File: src/rtl/pm_pkg.sv
package pm_pkg;
  typedef enum logic [1:0] {
    ST_PICK = 2'd0,
    ST_RECV = 2'd1,
    ST_SEND = 2'd2
  } pm_state_e;
endpackage

File: src/rtl/pm_rr_pick.sv
// Combinational round-robin search: first requesting port at or after start.
module pm_rr_pick #(
  parameter int NP = 4,
  parameter int PW = 2
) (
  input  logic [NP-1:0] req,
  input  logic [PW-1:0] start,
  output logic          hit,
  output logic [PW-1:0] sel
);
  logic [PW-1:0] cand;

  always_comb begin
    hit  = 1'b0;
    sel  = start;
    cand = start;
    for (int k = 0; k < NP; k++) begin
      cand = PW'((int'(start) + k) % NP);
      if (!hit && req[cand]) begin
        hit = 1'b1;
        sel = cand;
      end
    end
  end
endmodule

File: src/rtl/pm_buf.sv
// Payload store: one write port, one asynchronous read port.
module pm_buf #(
  parameter int W     = 16,
  parameter int DEPTH = 8,
  parameter int AW    = 3
) (
  input  logic          clk,
  input  logic          rst,
  input  logic          we,
  input  logic [AW-1:0] waddr,
  input  logic [W-1:0]  wdata,
  input  logic [AW-1:0] raddr,
  output logic [W-1:0]  rdata
);
  logic [W-1:0] mem [DEPTH];

  always_ff @(posedge clk) begin
    if (rst) begin
      for (int i = 0; i < DEPTH; i++) mem[i] <= '0;
    end else if (we) begin
      mem[waddr] <= wdata;
    end
  end

  assign rdata = mem[raddr];
endmodule

File: src/rtl/pkt_merge.sv
module pkt_merge #(
  parameter int NPORTS      = 4,
  parameter int W           = 16,
  parameter int MAX_PAYLOAD = 8
) (
  input  logic                 clk,
  input  logic                 rst,
  input  logic [NPORTS-1:0]    in_valid,
  output logic [NPORTS-1:0]    in_ready,
  input  logic [NPORTS*W-1:0]  in_data,
  input  logic [NPORTS-1:0]    in_last,
  output logic                 out_valid,
  input  logic                 out_ready,
  output logic [W-1:0]         out_data
);
  import pm_pkg::*;

  localparam int PW = (NPORTS > 1) ? $clog2(NPORTS) : 1;
  localparam int LW = $clog2(MAX_PAYLOAD + 1);
  localparam int AW = (MAX_PAYLOAD > 1) ? $clog2(MAX_PAYLOAD) : 1;
  localparam int OW = $clog2(MAX_PAYLOAD + 4);

  pm_state_e     state;
  logic [PW-1:0] rr_ptr, cur, pick_sel, nxt_port;
  logic          pick_hit;
  logic [1:0]    hdr_cnt;
  logic [LW-1:0] plen;
  logic          over;
  logic [W-1:0]  hdr [0:2];
  logic [OW-1:0] oidx, last_idx;

  logic [W-1:0]  cur_data, buf_rdata;
  logic          cur_valid, cur_last, take, is_pay, buf_full, buf_we, drop;
  logic [AW-1:0] buf_raddr;

  pm_rr_pick #(.NP(NPORTS), .PW(PW)) u_pick (
    .req(in_valid), .start(rr_ptr), .hit(pick_hit), .sel(pick_sel)
  );

  pm_buf #(.W(W), .DEPTH(MAX_PAYLOAD), .AW(AW)) u_buf (
    .clk(clk), .rst(rst), .we(buf_we), .waddr(AW'(plen)), .wdata(cur_data),
    .raddr(buf_raddr), .rdata(buf_rdata)
  );

  assign cur_data  = in_data[cur*W +: W];
  assign cur_valid = in_valid[cur];
  assign cur_last  = in_last[cur];
  assign take      = (state == ST_RECV) && cur_valid;
  assign is_pay    = (hdr_cnt == 2'd3);
  assign buf_full  = (plen == LW'(MAX_PAYLOAD));
  assign buf_we    = take && is_pay && !buf_full && !over;
  // decided on the last word: too short, or one payload word beyond the store
  assign drop      = !is_pay || over || buf_full;
  assign nxt_port  = (cur == PW'(NPORTS - 1)) ? '0 : cur + PW'(1);
  assign last_idx  = OW'(plen) + OW'(3);
  assign buf_raddr = (oidx >= OW'(4)) ? AW'(oidx - OW'(4)) : '0;

  always_comb begin
    in_ready = '0;
    if (take) in_ready[cur] = 1'b1;
  end

  assign out_valid = (state == ST_SEND);

  always_comb begin
    if (oidx < OW'(3))       out_data = hdr[oidx[1:0]];
    else if (oidx == OW'(3)) out_data = W'(plen);
    else                     out_data = buf_rdata;
  end

  always_ff @(posedge clk) begin
    if (rst) begin
      state   <= ST_PICK;
      rr_ptr  <= '0;
      cur     <= '0;
      hdr_cnt <= '0;
      plen    <= '0;
      over    <= 1'b0;
      oidx    <= '0;
      for (int i = 0; i < 3; i++) hdr[i] <= '0;
    end else begin
      unique case (state)
        ST_PICK: begin
          if (pick_hit) begin
            cur     <= pick_sel;
            hdr_cnt <= '0;
            plen    <= '0;
            over    <= 1'b0;
            state   <= ST_RECV;
          end
        end
        ST_RECV: begin
          if (take) begin
            if (!is_pay) begin
              hdr[hdr_cnt] <= cur_data;
              hdr_cnt      <= hdr_cnt + 2'd1;
            end else if (buf_full) begin
              over <= 1'b1;
            end else if (!over) begin
              plen <= plen + LW'(1);
            end
            if (cur_last) begin
              if (drop) begin
                state  <= ST_PICK;
                rr_ptr <= nxt_port;
              end else begin
                state <= ST_SEND;
                oidx  <= '0;
              end
            end
          end
        end
        ST_SEND: begin
          if (out_ready) begin
            if (oidx == last_idx) begin
              state  <= ST_PICK;
              rr_ptr <= nxt_port;
            end else begin
              oidx <= oidx + OW'(1);
            end
          end
        end
        default: state <= ST_PICK;
      endcase
    end
  end
endmodule

File: config.mk
export PLATFORM = sky130hd
export DESIGN_NAME = pkt_merge
export DESIGN_NICKNAME = d
export VERILOG_FILES = /design/src/rtl/pm_pkg.sv /design/src/rtl/pm_rr_pick.sv /design/src/rtl/pm_buf.sv /design/src/rtl/pkt_merge.sv
export SDC_FILE = /design/constraint.sdc
export NUM_CORES = 1
export LEC_CHECK = 0
export ABC_AREA = 1
export BUFFER_PORTS_ARGS = -buffer_cell sky130_fd_sc_hd__clkbuf_2
export CAP_MARGIN = 5
export CORE_MARGIN = 4
export CORE_UTILIZATION = 55
export DETAILED_ROUTE_END_ITERATION = 8
export HOLD_SLACK_MARGIN = 0.03
export PLACE_DENSITY = 0.75
export SYNTH_ARGS = -nofsm -noshare
export SYNTH_HDL_FRONTEND = slang
export SYNTH_SLANG_ARGS = --single-unit
export TNS_END_PERCENT = 20
File: constraint.sdc
create_clock -name clk -period 3.55 [get_ports clk]
set_clock_uncertainty 0.05 [all_clocks]
set_input_delay 0.5325 -clock clk [delete_from_list [all_inputs] [get_ports clk]]
set_output_delay 0.5325 -clock clk [all_outputs]
set_load 0.005 [all_outputs]
* Word level (Yosys, flattened, before mapping)
Memories as Yosys holds them, arrays and structs flattened. A register that Yosys moved wholly into a read port is not among the register bits. Cells that the tools add are included.
Storage, ports and cells: logic and storage cells 153, register bits after elaboration 17, input bits 75, output and inout port bits 21, bits in writable memories 176, memories 2
Memory list:
- u_buf.mem | depth 8, bits a word 16, read ports 1, clocked after Yosys merged registers in 0, write ports 8, line pm_buf.sv:15 | logic [W-1:0] mem [DEPTH];
- hdr | depth 3, bits a word 16, read ports 1, clocked after Yosys merged registers in 1, write ports 3, line pkt_merge.sv:29 | logic [W-1:0] hdr [0:2];
Cells by class: shift operators 1, multiplexer cells 78, reductions and logical operators 28, eq/ne operators 20, $add $sub $neg 9, order comparisons 8
Operator list (number):
- 16-bit two-way mux | 4
- 64-bit by 7-bit variable part select with 16-bit output | 1
- 4-bit two-way mux | 11
- 2-bit two-way mux | 21
- 16-bit OR reduction | 2
- 1-bit two-way mux | 27
- 2-bit inequality test, second input constant | 11
- 6-bit AND reduction | 3
- 4-bit case mux with 2 select lines | 2
- 2-bit by 3-bit < comparator with 1-bit output, second input constant | 5
- 1-bit binary-select mux with 2-bit select | 6
- 5-bit AND reduction | 2
- 4-bit by 1-bit adder with 4-bit output, second input constant | 2
- 1-bit logical AND | 8
- 2-bit case mux with 2 select lines | 2
- 2-bit by 1-bit adder with 2-bit output, second input constant | 3
- 2-bit equality test, second input constant | 3
- 1-bit logical NOT | 6
- 3-bit two-way mux | 2
- 2-bit case mux with 3 select lines | 1
- 2-bit adder, second input constant | 2
- 4-bit by 2-bit adder with 4-bit output, second input constant | 1
- 4-bit by 2-bit equality test with 1-bit output, second input constant | 1
- 4-bit equality test | 1
- 14 further kinds | 17

* Longest topological paths before layout
word-level depth 14, mapped depth 15, depth with buffers taken out 15

* Modules after synthesis
From an unflattened synthesis, not the netlist that was laid out.
Unflattened totals: cells, all modules 1381, area total of the unflattened synthesis 11309.6 µm²
By module, submodules not included:
- pm_buf | instances 1, area each 6316.1 µm², sequential area each 3843.7 µm², cells an instance 734
- pkt_merge | instances 1, area each 4710.8 µm², sequential area each 2302.2 µm², cells an instance 584
- pm_rr_pick | instances 1, area each 282.8 µm², sequential area each 0.0 µm², cells an instance 63

* Worst setup path before layout
Ideal clock, no wire load.
path type reg-to-reg, from register plen[0], to memory u_buf.mem[2][0] (enable), cell stages (with the launch flop) 11, library setup time 0.372 ns, required time 3.128 ns, arrival time 2.189 ns, path slack 0.939 ns, clock period less this slack 2.611 ns, buffers on the path 1, path through dfxtp_1 inv_2 ha_1 nand3_1 nand3_2 nor2_8 nand4_4 nor2_8 nand2_4 buf_6 nand2_1
RTL lines:
- start: declaration | line pkt_merge.sv:27 | logic [LW-1:0] plen;
- start signal: assignment | line pkt_merge.sv:100 | plen <= plen + LW'(1);
- end: declaration | line pm_buf.sv:15

* Worst setup path after layout
from register oidx[3], to output port out_data[0]
On the way: cells in the longest elaborated chain, start to end 5, elaborated cells on any way between the ends 7, those cells by class order compare: 2; eq/ne: 1; mux: 3; memory: 1
RTL lines:
- start: declaration | line pkt_merge.sv:30 | logic [OW-1:0] oidx, last_idx;
- start signal: assignment | line pkt_merge.sv:119 | oidx <= oidx + OW'(1);
- 4-bit by 3-bit greater-or-equal comparator with 1-bit output | line pkt_merge.sv:56 | assign buf_raddr = (oidx >= OW'(4)) ? AW'(oidx - OW'(4)) : '0;
- 3-bit two-way mux | line pkt_merge.sv:56
- memory 8 x 16 bit
- 16-bit two-way mux | line pkt_merge.sv:67 | else if (oidx == OW'(3)) out_data = W'(plen);
- 16-bit two-way mux * | line pkt_merge.sv:66 | if (oidx < OW'(3)) out_data = hdr[oidx[1:0]];
- end: declaration | line pkt_merge.sv:14 | output logic [W-1:0] out_data
Every way passes the cells marked *; elsewhere a longest branch is shown, timed or not.

==> summary.md <==
| Metric | Value |
|---|---|
| Post-synth top area share | 0.5368 |
| Top post-synthesis cells by area | edfxtp_1 54%, nand2_1 9.9%, nor2_1 7.9% |
| Port-buffer cells | between 90 and 100 |
| Vias per cell | 5.701 |
| Antenna violations before repair | 0 |
| Worst-Skew Late Latency | roughly 0.51 ns |
| Sequential-to-total area share from yosys stat | 0.5722 |
| Final ANT Viol Nets | 0 |
| # nets final | around 1,300 |
| Drc violations | 0 |
| Chip height | 147.7 µm |
| Root Buffer | clkbuf_16 |
| Layout fillers | about 1,600 |
| Max clock buf depth | 3 |
| CP Capture Type | primary output |
| Actual slew at the worst max-slew pin | between 0.8 and 0.9 ns |
| H-tree depth | 1 |
| GRT overflow | 0 |
| Vias | 8,625 |
| Rows | 50 |
| Worst-path clk slew | 0.06 ns |
| Mapped Cells | 1,166 |
| Synth Warn # | 0 |
| Ports | 96 |
| Hold Path Cell Cnt | 2 |
| Placed insts | 1,473 |
| Initial Util | 0.5666 |
| Crit path max fanout | 17 |
| Synthesized cell area | roughly 0.011 mm² |
| Setup Buffers After CTS | 0 |
| Synth Register Bits | approximately 210 |
| Pin count of the biggest net entering global routing | 38 |
| Top post-synthesis cells by count | 282 x nand2_1, 227 x nor2_1, 192 x edfxtp_1 |
| Num CTS Buffers | 23 |
| RSZ-0062 raised after global routing | no |
| Layout Cells excl Fill | between 1,500 and 2,000 |
| Peak supply drop | 0.4217 mV |
| Worst Path Arrival | 2.81 ns |
| Drt initial violations | slightly above 1,000 |
| Total track usage | 0.2499 |
| Slew Limit Fails | 0 |
| Register area | roughly 0.0061 mm² |
| Clock sinks | about 210 |
| Pwr dens | 688.4 mW/mm² |
| FFs w/ async S/R, synth | 0 |
| Layout cells sized above 1 | 0.1652 |
| Crit-path cells | nor2_4 -> inv_2 -> nor2_2 -> nand3_1 -> o2111ai_1 -> clkbuf_2 |
| Maximum capacitance violations | 0 |
| Post-CTS Hold Fix Bufs | 0 |
| Post-CTS Resized | 0 |
| Hold Crit Class | input pin to flip-flop |
| Die Area | about 0.022 mm² |
| Place WS | 0.5988 ns |
| Avg Inst Size Synth | 9.211 µm² |
| # diodes | 0 |
| Slowest CP cell | nor2_2 |
| Crit path launch type | flip-flop |
| Final WS setup | 0.1622 ns |
| Number of global-route vias before repair | 8,049 |
| Status | finished clean |
| # setup viols final | 0 |
| Core area | 0.01896 mm² |
| Multi-input gate area | between 0.003 and 0.004 mm² |
| Crit Reg-Reg Startpoint | plen[0] |
| Critical path type | flip-flop to primary output |
| Global-route wire length before repair | 43,270 µm |
| Routed WL | 27,900 µm |
| Synth unique cells | 42 |
| Hold_sp | rst |
| Placer Congestion | about 0.9 |
| CTS tree | yes |
| Reg2reg setup slack | 0.57 ns |
| Crit share post-route | 0.9543 |
| Synth Flop Type | edfxtp_1 |
| Hpwl dp | 19,450 µm |
| Most numerous cell in the Yosys netlist | nand2_1 |
| Die Wd | 147.7 µm |
| Synth area leader | edfxtp_1 |
| Area growth syn-to-layout | 11.50% |
| Worst slew margin | 0.4310 |
| Destination of the worst hold path | plen[3] |
| Leak | 5.198 nW |
| R2R depth | 9 |
| Number of detailed-route iterations in the first pass | 6 |
| Slowest stage delay, CP | 0.68 ns |
| Fmax | 295.2 MHz |
| Period minus WS final | 3.388 ns |
| Post-synth EDFFs | roughly 190 |
| Final hold violations | 0 |
| Reg-to-reg endpoint | u_buf.mem[4][15] |
| Setup TNS | 0 ns |
| Worst Path Required | 2.97 ns |
| DR WL/cell | 18.44 µm |
-- stage by stage --
step	util	hold WS, ns	power (mW)	instance area [µm²]
3_3_place_gp	0.5957	0.4427	5.987	11290
4_1_cts	0.6314	0.3112	8.207	11970
5_1_grt	0.6317	0.3417	8.634	11980
3_5_place_dp	0.5957	0.4481	6.030	11290
2_1_floorplan	-	0.4188	5.074	10800
6_report	0.6317	0.3154	8.244	11980
-- power breakdown --
part	total, mW	internal [mW]	switching, mW	leakage, nW
sequential	3.14	2.98	0.162	2.13
clock	2.19	1.26	0.931	0.326
combinational	2.91	0.774	2.14	2.74
-- per-layer routing --
layer  vias up  share of wire  global-route usage
li1       4058              -                   -
met1      4082           0.41              0.3549
met2       424           0.46              0.3925
met3        61          0.095             0.04721
met4         0          0.030             0.07968
met5         -              0                   0
-- cells by family after synthesis --
family	Yosys count	share of synthesized area
other	1	0.0003492
flip-flops	211	0.5722
AND/OR/NAND/NOR	636	0.2593
XOR/XNOR	4	0.003262
buffers and inverters	141	0.06151
adder cells (fa/ha/maj)	11	0.01281
AO/OA/AOI/OAI	162	0.09052
-- sequential cells by signal, indices dropped and copies added (netlist names), named ones only --
name and cells:
state 2, u_buf.mem 128, rr_ptr 2, plen 4, over 1, hdr 64
hdr_cnt 2, oidx 4, cur 2
-- worst max-delay path: cells and delay by family, from the launching register on --
family | cells | cell delay (ns)
buffers and inverters | 2 | 0.34
AND/OR/NAND/NOR | 3 | 1.32
AO/OA/AOI/OAI | 1 | 0.25
flip-flops | 1 | 0.39
-- layout by cell type (no fill, tap or decap), types with 2 or more instances in the layout --
cell type and n:
o21ai_0 40, inv_1 56, o2111ai_1 3, nand3_1 53
dfxtp_1 18, nand2_4 9, o22ai_1 20, clkbuf_16 23
inv_2 8, o211ai_1 9, clkinv_2 2, xnor2_1 3
nand2_2 4, nand4_1 11, conb_1 16, clkinv_1 6
nand3_2 4, inv_6 2, buf_4 11, a21oi_1 59
a32oi_1 16, a31oi_1 2, nor2_8 4, ha_1 11
a221oi_1 5, nand2_1 282, nor2_1 227, o31ai_1 7
clkbuf_2 95, nor2_2 34, edfxtp_1 192, nor2_4 2
clkbuf_1 7
-- worst max-delay path by stage --
| stage | slack (ns) | from | endpoint | depth (start not counted) |
|---|---|---|---|---|
| global route | 0.12 | oidx[3] | out_data[0] | 6 |
| global placement | 0.64 | plen[0] | u_buf.mem[6][12] | 9 |
| CTS | 0.13 | oidx[3] | out_data[14] | 9 |
| finish | 0.16 | oidx[3] | out_data[0] | 6 |
| floorplan | 0.94 | plen[0] | u_buf.mem[2][0] | 10 |
| detailed placement | 0.60 | plen[0] | u_buf.mem[4][12] | 9 |
-- cell type report --
type                    count  area share
clock buffers              30     0.05026
multi-input cells         829      0.3336
flip-flops and latches    211      0.5133
well taps                 260     0.02717
inverters                  66     0.02111
clock inverters            10    0.006269
repair buffers            107     0.04827
(Power assumes the default switching activity.)
